## config.mk

```make
export PLATFORM = sky130hd
export DESIGN_NAME = nand_pgm_seq
export DESIGN_NICKNAME = d
export VERILOG_FILES = /design/src/rtl/nand_pgm_pkg.sv /design/src/rtl/nand_spi_shift.sv /design/src/rtl/nand_pgm_frame.sv /design/src/rtl/nand_pgm_ctrl.sv /design/src/rtl/nand_pgm_seq.sv
export SDC_FILE = /design/constraint.sdc
export NUM_CORES = 1
export LEC_CHECK = 0
export BUFFER_PORTS_ARGS = -buffer_cell sky130_fd_sc_hd__buf_2
export CORE_ASPECT_RATIO = 0.6
export CORE_UTILIZATION = 31
export CTS_CLUSTER_SIZE = 8
export DETAILED_ROUTE_END_ITERATION = 10
export GPL_TIMING_DRIVEN = 0
export SKIP_LAST_GASP = 1
export SLEW_MARGIN = 20
export SYNTH_ARGS = -nofsm -noshare
export SYNTH_HDL_FRONTEND = slang
export SYNTH_HIERARCHICAL = 1
export SYNTH_SLANG_ARGS = --single-unit
```

## constraint.sdc

```tcl
create_clock -name clk_i -period 3.9 [get_ports clk_i]
set_clock_uncertainty 0.1 [all_clocks]
set_input_delay 0.39 -clock clk_i [delete_from_list [all_inputs] [get_ports clk_i]]
set_output_delay 0.39 -clock clk_i [all_outputs]
set_load 0.02 [all_outputs]
```

## src/rtl/nand_pgm_pkg.sv

```systemverilog
package nand_pgm_pkg;
  typedef enum logic [1:0] {
    ERR_NONE    = 2'd0,
    ERR_ALIGN   = 2'd1,
    ERR_TIMEOUT = 2'd2,
    ERR_PFAIL   = 2'd3
  } pgm_err_e;

  typedef enum logic [3:0] {
    S_IDLE, S_WREN, S_LHDR, S_LDAT, S_EXEC, S_POLL, S_GAP, S_WRDI, S_DONE
  } pgm_state_e;

  localparam logic [7:0] OP_WREN  = 8'h06;
  localparam logic [7:0] OP_WRDI  = 8'h04;
  localparam logic [7:0] OP_LOAD  = 8'h84;
  localparam logic [7:0] OP_EXEC  = 8'h10;
  localparam logic [7:0] OP_GETF  = 8'h0F;
  localparam logic [7:0] REG_STAT = 8'hC0;
  localparam int ST_BUSY_BIT  = 0;
  localparam int ST_PFAIL_BIT = 3;
endpackage

```

## src/rtl/nand_spi_shift.sv

```systemverilog
module nand_spi_shift (
  input  logic       clk_i,
  input  logic       rst_ni,
  input  logic       go_i,
  input  logic [7:0] tx_i,
  input  logic       last_i,
  output logic       rdy_o,
  output logic       done_o,
  output logic [7:0] rx_o,
  output logic       sck_o,
  output logic       cs_no,
  output logic       mosi_o,
  input  logic       miso_i
);
  logic       active_q, phase_q, last_q, cs_q, done_q;
  logic [2:0] bit_q;
  logic [7:0] tx_q, rx_q;

  always_ff @(posedge clk_i or negedge rst_ni) begin
    if (!rst_ni) begin
      active_q <= 1'b0;
      phase_q  <= 1'b0;
      last_q   <= 1'b0;
      cs_q     <= 1'b1;
      done_q   <= 1'b0;
      bit_q    <= 3'd0;
      tx_q     <= 8'h00;
      rx_q     <= 8'h00;
    end else begin
      done_q <= 1'b0;
      if (go_i && !active_q) begin
        active_q <= 1'b1;
        phase_q  <= 1'b0;
        bit_q    <= 3'd0;
        tx_q     <= tx_i;
        last_q   <= last_i;
        cs_q     <= 1'b0;
      end else if (active_q) begin
        if (!phase_q) begin
          phase_q <= 1'b1;
        end else begin
          // falling edge: capture slave bit, present next master bit
          phase_q <= 1'b0;
          rx_q    <= {rx_q[6:0], miso_i};
          tx_q    <= {tx_q[6:0], 1'b0};
          if (bit_q == 3'd7) begin
            active_q <= 1'b0;
            done_q   <= 1'b1;
            if (last_q) cs_q <= 1'b1;
          end else begin
            bit_q <= bit_q + 3'd1;
          end
        end
      end
    end
  end

  assign rdy_o  = !active_q;
  assign done_o = done_q;
  assign rx_o   = rx_q;
  assign sck_o  = active_q & phase_q;
  assign cs_no  = cs_q;
  assign mosi_o = tx_q[7];
endmodule

```

## src/rtl/nand_pgm_frame.sv

```systemverilog
module nand_pgm_frame
  import nand_pgm_pkg::*;
#(
  parameter int ROW_W = 24
) (
  input  pgm_state_e       state_i,
  input  logic [1:0]       idx_i,
  input  logic [15:0]      col_i,
  input  logic [ROW_W-1:0] row_i,
  input  logic [7:0]       data_i,
  input  logic             chunk_end_i,
  output logic [7:0]       tx_o,
  output logic             last_o
);
  logic [23:0] row24;
  assign row24 = 24'(row_i);

  always_comb begin
    tx_o   = 8'h00;
    last_o = 1'b0;
    unique case (state_i)
      S_WREN: begin tx_o = OP_WREN; last_o = 1'b1; end
      S_WRDI: begin tx_o = OP_WRDI; last_o = 1'b1; end
      S_LHDR: begin
        case (idx_i)
          2'd0:    tx_o = OP_LOAD;
          2'd1:    tx_o = col_i[15:8];
          default: tx_o = col_i[7:0];
        endcase
      end
      S_LDAT: begin tx_o = data_i; last_o = chunk_end_i; end
      S_EXEC: begin
        case (idx_i)
          2'd0:    tx_o = OP_EXEC;
          2'd1:    tx_o = row24[23:16];
          2'd2:    tx_o = row24[15:8];
          default: tx_o = row24[7:0];
        endcase
        last_o = (idx_i == 2'd3);
      end
      S_POLL: begin
        case (idx_i)
          2'd0:    tx_o = OP_GETF;
          2'd1:    tx_o = REG_STAT;
          default: tx_o = 8'h00;
        endcase
        last_o = (idx_i == 2'd2);
      end
      default: ;
    endcase
  end
endmodule

```

## src/rtl/nand_pgm_ctrl.sv

```systemverilog
module nand_pgm_ctrl
  import nand_pgm_pkg::*;
#(
  parameter int ADDR_W      = 32,
  parameter int LEN_W       = 32,
  parameter int ROW_W       = 24,
  parameter int PAGE_BYTES  = 2048,
  parameter int CHUNK_BYTES = 32,
  parameter int POLL_MAX    = 200,
  parameter int POLL_GAP    = 64
) (
  input  logic              clk_i,
  input  logic              rst_ni,
  input  logic              start_i,
  input  logic [ADDR_W-1:0] addr_i,
  input  logic [LEN_W-1:0]  len_i,
  input  logic              data_valid_i,
  input  logic              eng_rdy_i,
  input  logic              eng_done_i,
  input  logic              st_busy_i,
  input  logic              st_fail_i,
  output logic              go_o,
  output pgm_state_e        state_o,
  output logic [1:0]        idx_o,
  output logic [15:0]       col_o,
  output logic [ROW_W-1:0]  row_o,
  output logic              chunk_end_o,
  output logic              data_ready_o,
  output logic              busy_o,
  output logic              done_o,
  output logic [LEN_W-1:0]  done_bytes_o,
  output logic [1:0]        err_o
);
  localparam int PAGE_SHIFT = $clog2(PAGE_BYTES);
  localparam int CHUNK_W    = $clog2(CHUNK_BYTES);
  localparam int PG_W       = LEN_W - PAGE_SHIFT;
  localparam int POLL_W     = $clog2(POLL_MAX + 1);
  localparam int GAP_W      = $clog2(POLL_GAP + 1);

  pgm_state_e         state_q;
  pgm_err_e           err_q;
  logic [1:0]         idx_q;
  logic [15:0]        col_q;
  logic [ROW_W-1:0]   row_q;
  logic [PG_W-1:0]    pages_q;
  logic [CHUNK_W-1:0] chunk_q;
  logic [POLL_W-1:0]  poll_q;
  logic [GAP_W-1:0]   gap_q;
  logic [LEN_W-1:0]   bytes_q;

  logic can_go, byte_state, misalign, page_end;

  assign can_go     = eng_rdy_i & ~eng_done_i;
  assign byte_state = (state_q == S_WREN) || (state_q == S_LHDR) || (state_q == S_LDAT) ||
                      (state_q == S_EXEC) || (state_q == S_POLL) || (state_q == S_WRDI);
  assign go_o       = can_go & byte_state & ((state_q != S_LDAT) | data_valid_i);
  assign misalign   = (|addr_i[PAGE_SHIFT-1:0]) | (|len_i[PAGE_SHIFT-1:0]);
  assign chunk_end_o = (chunk_q == CHUNK_W'(CHUNK_BYTES - 1));
  assign page_end   = (col_q == 16'(PAGE_BYTES - 1));

  always_ff @(posedge clk_i or negedge rst_ni) begin
    if (!rst_ni) begin
      state_q <= S_IDLE;
      err_q   <= ERR_NONE;
      idx_q   <= 2'd0;
      col_q   <= 16'd0;
      row_q   <= '0;
      pages_q <= '0;
      chunk_q <= '0;
      poll_q  <= '0;
      gap_q   <= '0;
      bytes_q <= '0;
    end else begin
      unique case (state_q)
        S_IDLE: if (start_i) begin
          bytes_q <= '0;
          if (misalign) begin
            err_q   <= ERR_ALIGN;
            state_q <= S_DONE;
          end else if (len_i == '0) begin
            err_q   <= ERR_NONE;
            state_q <= S_DONE;
          end else begin
            err_q   <= ERR_NONE;
            row_q   <= ROW_W'(addr_i >> PAGE_SHIFT);
            pages_q <= PG_W'(len_i >> PAGE_SHIFT);
            state_q <= S_WREN;
          end
        end
        S_WREN: if (eng_done_i) begin
          state_q <= S_LHDR;
          idx_q   <= 2'd0;
          col_q   <= 16'd0;
          chunk_q <= '0;
        end
        S_LHDR: if (eng_done_i) begin
          if (idx_q == 2'd2) begin
            idx_q   <= 2'd0;
            state_q <= S_LDAT;
          end else begin
            idx_q <= idx_q + 2'd1;
          end
        end
        S_LDAT: if (eng_done_i) begin
          col_q   <= col_q + 16'd1;
          chunk_q <= chunk_q + CHUNK_W'(1);
          if (chunk_end_o) begin
            idx_q   <= 2'd0;
            state_q <= page_end ? S_EXEC : S_LHDR;
          end
        end
        S_EXEC: if (eng_done_i) begin
          if (idx_q == 2'd3) begin
            idx_q   <= 2'd0;
            poll_q  <= '0;
            state_q <= S_POLL;
          end else begin
            idx_q <= idx_q + 2'd1;
          end
        end
        S_POLL: if (eng_done_i) begin
          if (idx_q == 2'd2) begin
            idx_q  <= 2'd0;
            poll_q <= poll_q + POLL_W'(1);
            if (!st_busy_i) begin
              if (st_fail_i) begin
                err_q   <= ERR_PFAIL;
                state_q <= S_WRDI;
              end else begin
                bytes_q <= bytes_q + LEN_W'(PAGE_BYTES);
                row_q   <= row_q + ROW_W'(1);
                pages_q <= pages_q - PG_W'(1);
                state_q <= (pages_q == PG_W'(1)) ? S_DONE : S_WREN;
              end
            end else if (poll_q == POLL_W'(POLL_MAX - 1)) begin
              err_q   <= ERR_TIMEOUT;
              state_q <= S_WRDI;
            end else begin
              gap_q   <= '0;
              state_q <= S_GAP;
            end
          end else begin
            idx_q <= idx_q + 2'd1;
          end
        end
        S_GAP: begin
          gap_q <= gap_q + GAP_W'(1);
          if (gap_q == GAP_W'(POLL_GAP - 1)) state_q <= S_POLL;
        end
        S_WRDI:  if (eng_done_i) state_q <= S_DONE;
        S_DONE:  state_q <= S_IDLE;
        default: state_q <= S_IDLE;
      endcase
    end
  end

  assign state_o      = state_q;
  assign idx_o        = idx_q;
  assign col_o        = col_q;
  assign row_o        = row_q;
  assign data_ready_o = (state_q == S_LDAT) & can_go;
  assign busy_o       = (state_q != S_IDLE);
  assign done_o       = (state_q == S_DONE);
  assign done_bytes_o = bytes_q;
  assign err_o        = err_q;
endmodule

```

## src/rtl/nand_pgm_seq.sv

```systemverilog
module nand_pgm_seq
  import nand_pgm_pkg::*;
#(
  parameter int ADDR_W      = 32,
  parameter int LEN_W       = 32,
  parameter int ROW_W       = 24,
  parameter int PAGE_BYTES  = 2048,
  parameter int CHUNK_BYTES = 32,
  parameter int POLL_MAX    = 200,
  parameter int POLL_GAP    = 64
) (
  input  logic              clk_i,
  input  logic              rst_ni,
  input  logic              start_i,
  input  logic [ADDR_W-1:0] addr_i,
  input  logic [LEN_W-1:0]  len_i,
  input  logic [7:0]        data_i,
  input  logic              data_valid_i,
  output logic              data_ready_o,
  output logic              busy_o,
  output logic              done_o,
  output logic [LEN_W-1:0]  done_bytes_o,
  output logic [1:0]        err_o,
  output logic              sck_o,
  output logic              cs_no,
  output logic              mosi_o,
  input  logic              miso_i
);
  pgm_state_e       state;
  logic [1:0]       idx;
  logic [15:0]      col;
  logic [ROW_W-1:0] row;
  logic             chunk_end, go, eng_rdy, eng_done, last;
  logic [7:0]       tx, rx;
  logic             unused_rx;

  assign unused_rx = ^{rx[7:4], rx[2:1]};

  nand_pgm_ctrl #(
    .ADDR_W(ADDR_W), .LEN_W(LEN_W), .ROW_W(ROW_W), .PAGE_BYTES(PAGE_BYTES),
    .CHUNK_BYTES(CHUNK_BYTES), .POLL_MAX(POLL_MAX), .POLL_GAP(POLL_GAP)
  ) u_ctrl (
    .clk_i(clk_i), .rst_ni(rst_ni), .start_i(start_i), .addr_i(addr_i), .len_i(len_i),
    .data_valid_i(data_valid_i), .eng_rdy_i(eng_rdy), .eng_done_i(eng_done),
    .st_busy_i(rx[ST_BUSY_BIT]), .st_fail_i(rx[ST_PFAIL_BIT]), .go_o(go),
    .state_o(state), .idx_o(idx), .col_o(col), .row_o(row), .chunk_end_o(chunk_end),
    .data_ready_o(data_ready_o), .busy_o(busy_o), .done_o(done_o),
    .done_bytes_o(done_bytes_o), .err_o(err_o)
  );

  nand_pgm_frame #(.ROW_W(ROW_W)) u_frame (
    .state_i(state), .idx_i(idx), .col_i(col), .row_i(row), .data_i(data_i),
    .chunk_end_i(chunk_end), .tx_o(tx), .last_o(last)
  );

  nand_spi_shift u_shift (
    .clk_i(clk_i), .rst_ni(rst_ni), .go_i(go), .tx_i(tx), .last_i(last),
    .rdy_o(eng_rdy), .done_o(eng_done), .rx_o(rx), .sck_o(sck_o), .cs_no(cs_no),
    .mosi_o(mosi_o), .miso_i(miso_i)
  );
endmodule

```

### Word level (Yosys, flattened, before mapping)

Cells that the tools add are included.

* input port bits: 77
* output and inout port bits: 40
* register bits after elaboration: 141
* logic and storage cells: 214

* bitwise gates (word level): 9
* reduce and logical (&&, ||, !) cells: 36
* mux-type cells: 102
* equality and inequality tests: 40
* add/subtract/negate cells: 9

Operator list (count)
* $mux W24: 7
* $mux W32: 5
* $mux W21: 7
* $mux W4: 17
* $pmux W32 S2: 1
* $mux W8: 7
* $pmux W24 S2: 1
* $pmux W8 S2: 3
* $pmux W8 S6: 1
* $pmux W21 S2: 1
* $add A32 B12 Y32 const B: 1
* $logic_not A32 Y1: 1
* $mux W16: 2
* $pmux W16 S2: 1
* $pmux W4 S8: 1
* $mux W7: 4
* $mux W2: 13
* $add A24 B1 Y24 const B: 1
* $pmux W8 S3: 1
* $reduce_or A11 Y1: 2
* $eq A21 B1 Y1 const B: 1
* $sub A21 B1 Y21 const B: 1
* $ne A2 B1 Y1 const B: 10
* $ne A2 B2 Y1 const B: 10
* other kinds (46): 97

### Longest topological paths before layout

* word-level depth: 11
* mapped depth: 10
* mapped depth without buffers: 8

### Hierarchy

The synthesis kept the hierarchy.

Modules (own cells, without submodules)
* nand_pgm_ctrl: cells an instance 766, seq. area each 2752.6 sq um, instances 1, area an instance 6567.5 sq um
* nand_spi_shift: cells an instance 84, seq. area each 601.8 sq um, instances 1, area an instance 1209.9 sq um
* nand_pgm_frame: cells an instance 75, seq. area each 0.0 sq um, instances 1, area an instance 515.5 sq um

### Worst setup path after synthesis

Ideal clock, no wire load.

* kind: register -> register
* from: register u_ctrl.state_q[0] (netlist: u_ctrl/state_o[0])
* to: register u_shift.bit_q[1]
* period minus slack after synthesis: 2.340 ns
* required time: 3.674 ns
* cell stages (with the launch flop): 8
* path slack: 1.560 ns
* setup time: 0.126 ns
* data arrival time: 2.114 ns
* buffers on the path: 3
* cell sequence: dfrtp_1 > buf_2 > clkbuf_1 > nor3_1 > nor4_1 > buf_4 > nor3b_1 > a311o_1

* cells in the longest elaborated chain, start to end: 11
* elaborated cells between the ends (all ways): 21
* classes of those cells: 8 x eq/ne; 1 x mux; 3 x bitwise; 9 x reduce/logical

RTL lines
* start: declaration: line nand_pgm_ctrl.sv:40 `pgm_state_e state_q;`
* start signal: assignment: line nand_pgm_ctrl.sv:109 `state_q <= page_end ? S_EXEC : S_LHDR;`
* start signal: assignment: line nand_pgm_ctrl.sv:133 `state_q <= (pages_q == PG_W'(1)) ? S_DONE : S_WREN;`
* $eq A4 B1 Y1 / $eq A4 B2 Y1 (equally long branches): line nand_pgm_ctrl.sv:54 `assign byte_state = (state_q == S_WREN) || (state_q == S_LHDR) || (state_q == S_LDAT) ||`
* $logic_or A1 B1 Y1 (3 in series): line nand_pgm_ctrl.sv:54
* $logic_or A1 B1 Y1 (2 in series): line nand_pgm_ctrl.sv:55 `(state_q == S_EXEC) || (state_q == S_POLL) || (state_q == S_WRDI);`
* $and A1 B1 Y1: line nand_pgm_ctrl.sv:56 `assign go_o = can_go & byte_state & ((state_q != S_LDAT) | data_valid_i);`
* $and A1 B1 Y1 (*): line nand_pgm_ctrl.sv:56
* named net go: line nand_pgm_seq.sv:33 `logic chunk_end, go, eng_rdy, eng_done, last;`
* $logic_and A1 B1 Y1 (*): line nand_spi_shift.sv:31 `if (go_i && !active_q) begin`
* $ne A2 B1 Y1 (no line) / $reduce_bool A2 Y1 (equally long branches)
* $reduce_and A3 Y1 (no line)
* end signal: assignment: line nand_spi_shift.sv:51 `bit_q <= bit_q + 3'd1;`
* end: declaration: line nand_spi_shift.sv:16 `logic [2:0] bit_q;`

Mark *: on every way through the listed nets, which the timed path passes. The rest lies on a longest branch.
A chain may end at the register's enable or synchronous reset.

### Worst setup path after layout

* from: register u_ctrl.state_q[0] (netlist: u_ctrl/state_o[0])
* to: register u_shift.tx_q[3]

* cells in the longest elaborated chain, start to end: 11
* elaborated cells between the ends (all ways): 21
* classes of those cells: 7 x eq/ne; 2 x mux; 3 x bitwise; 9 x reduce/logical

RTL lines
* $eq A4 B1 Y1 / $eq A4 B2 Y1 (equally long branches): line nand_pgm_ctrl.sv:54
* $logic_or A1 B1 Y1 (3 in series): line nand_pgm_ctrl.sv:54
* $logic_or A1 B1 Y1 (2 in series): line nand_pgm_ctrl.sv:55
* $and A1 B1 Y1: line nand_pgm_ctrl.sv:56
* $and A1 B1 Y1 (*): line nand_pgm_ctrl.sv:56
* named net go: line nand_pgm_seq.sv:33
* $logic_and A1 B1 Y1 (*): line nand_spi_shift.sv:31
* $reduce_bool A2 Y1 (no line)
* $reduce_and A2 Y1 (no line)
* end signal: assignment: line nand_spi_shift.sv:35 `tx_q <= tx_i;`
* end signal: assignment: line nand_spi_shift.sv:45 `tx_q <= {tx_q[6:0], 1'b0};`
* end: declaration: line nand_spi_shift.sv:17 `logic [7:0] tx_q, rx_q;`

Marks and branches as above.

==> metrics.cfg <==
[critical_path]
cpMostUsedCell=mux2i_1
r2r-start=u_ctrl/state_o[0]
cp.buffers_inverters=3
ff2ff_setup_slack_ps=850
cp.required_ps=4120
path_cells=buf_2, clkbuf_1, nor3_1, nor4_1, buf_4, mux2i_1, mux2i_1
cp-startpoint=u_ctrl/state_o[0]
r2r-end=u_shift/tx_q[3]
path_delay_family=buffers and inverters
critPathKind=reg -> reg
reg2reg_depth=7
critPathSlowestCell=dfrtp_1
critPathCapture=u_shift/tx_q[3]
path_max_fanout=14
crit_cells=7
worstSetupEndpointType=register
startpoint_type=register
crit_arrival_ps=3270
critical-path-max-stage-delay_ps=670

[finish]
area_growth_pct=20.8
fin_area_sq_mm=0.00982
stdcell_count=1418
num_antenna_cells=0
nFillCells=2578
layout.nets=1145
layout-drive-gt1-share=0.196

[clock_tree]
cts_tree=done
post_cts_buffers=0
clock_latency_ps=450
clk_pin_slew_ps=60
clockBufferDepth=2
htreeDepth=4
cts_sinks=130
cts_resized=0
cts_root_buf=clkbuf_16
cts_buffers=17
cts_hold_buf=1

[sta]
finalSetupViolations=0
fin_ws_ps=847
final_hold_viol_count=0
maxSlewHeadroom=0.394
final.min_clock_period_ps=3050
fmax_mhz=328
min_period_over_period=0.783
setup_tns_ps=0
rsz0062_at_grt=false
slew_violations=0
worst_pin_slew_ps=902

[global_route]
grt_first_pass_wirelength_um=39600
grt_pass1_vias=6817
grt_max_degree=89
grtUsageTotal=0.193
antenna_found_initial=0
grt_overflow_total=0

[job]
cap_violations=0

[drt]
drtIter0Drc=1027
vias=7713
drc=0
viasPerCell=5.44
post_drt_wl_per_cell_um=17.9
detail-route-antenna-nets=0
drt_wl_total_um=25300
dr.pass1.iters=7

[status]
status=completed

[placement]
dpl.hpwl_um=18600
place_ws_ps=924
numPlacedInstances=1385
post_dp_cell_area_sq_mm=0.00917
io_buffers=105
place_congestion=0.901

[power_and_ir_drop]
pwr_density_cell_mw_per_mm2=522
vdd_ir_drop_max_uv=295
p_leak_nw=4.35

[synth]
synthesis.area_sq_mm=0.00813
synth_cells=917
syn_area_per_cell_sq_um=8.87
synth_warnings=6

[die]
die_h_um=127
rows=45
initial_core_util=0.319
dieArea_sq_mm=0.0269
ios=117
core_sq_mm=0.0255
fp.dieW_um=211

[hold_path]
hold_path.class=in -> reg

==> layout make-up <==
class / instances / area [sq um] / share of cell area
sequential: 130 / 3250 / 0.331
buffer: 63 / 358 / 0.0364
clock inverter: 12 / 181 / 0.0185
clock buffer: 20 / 457 / 0.0465
multi-input combinational: 720 / 4510 / 0.459
tap: 352 / 440 / 0.0448
inverter: 14 / 52.6 / 0.00535
timing repair buffer: 107 / 573 / 0.0583
==> sequential cells by signal, summed over array words and instances, names as in the netlist, 2 cells and up <==
signal and count:
u_ctrl/row_o 24, u_ctrl/done_bytes_o 21, u_ctrl/pages_q 21, u_ctrl/col_o 16, u_ctrl/poll_q 8, u_shift/tx_q 8
u_ctrl/gap_q 7, u_ctrl/chunk_q 5, u_ctrl/state_o 4, u_shift/rx_o 4, u_shift/bit_q 3, u_ctrl/err_o 2
u_ctrl/idx_o 2
==> worst min-delay path by stage <==
stage,startpoint,to,depth (start not counted)
2_1_floorplan,rst_ni,u_ctrl/chunk_q[0],0
3_3_place_gp,u_ctrl/gap_q[5],u_ctrl/gap_q[5],1
3_5_place_dp,rst_ni,u_ctrl/pages_q[13],1
4_1_cts,miso_i,u_shift/rx_o[0],2
5_1_grt,miso_i,u_shift/rx_o[0],2
6_report,miso_i,u_shift/rx_o[0],2
==> worst reg2reg max path: stages, from the launching register on <==
cell	delay, ps
dfrtp_1	670
buf_2	370
clkbuf_1	390
nor3_1	110
nor4_1	600
buf_4	340
mux2i_1	240
mux2i_1	90
==> per-stage QoR <==
step	hold WS [ps]	total power, mW	util
finish	73.0	5.13	0.385
global route	67.1	5.40	0.385
CTS	56.2	5.13	0.385
detailed placement	214	3.37	0.360
global placement	366	3.35	0.358
floorplan	-5.59	2.88	-
==> cell usage in the layout (no fill, tap or decap), types with 17 or more instances in the layout <==
master	n
a22oi_1	17
clkbuf_16	17
nand4_1	18
nor2_1	100
nor4_1	19
dfrtp_1	129
a21oi_1	69
clkbuf_1	26
mux2i_1	32
nand2_1	85
buf_2	122
nand3_1	33
xor2_1	26
o21ai_0	72
==> report_power, final <==
group	internal, mW	switching (mW)	total, mW
Combinational	0.655	0.944	1.60
Sequential	1.55	0.238	1.79
Clock	1.10	0.640	1.74
==> routing by layer <==
metal | GRT usage | up-vias | part of all wire
met4 | 0.0584 | 0 | 0.012
met5 | 0 | - | 0
met3 | 0.0467 | 26 | 0.090
met2 | 0.238 | 352 | 0.37
met1 | 0.314 | 3700 | 0.53
li1 | - | 3635 | -
Note: power is estimated with default switching activity, not from simulation.
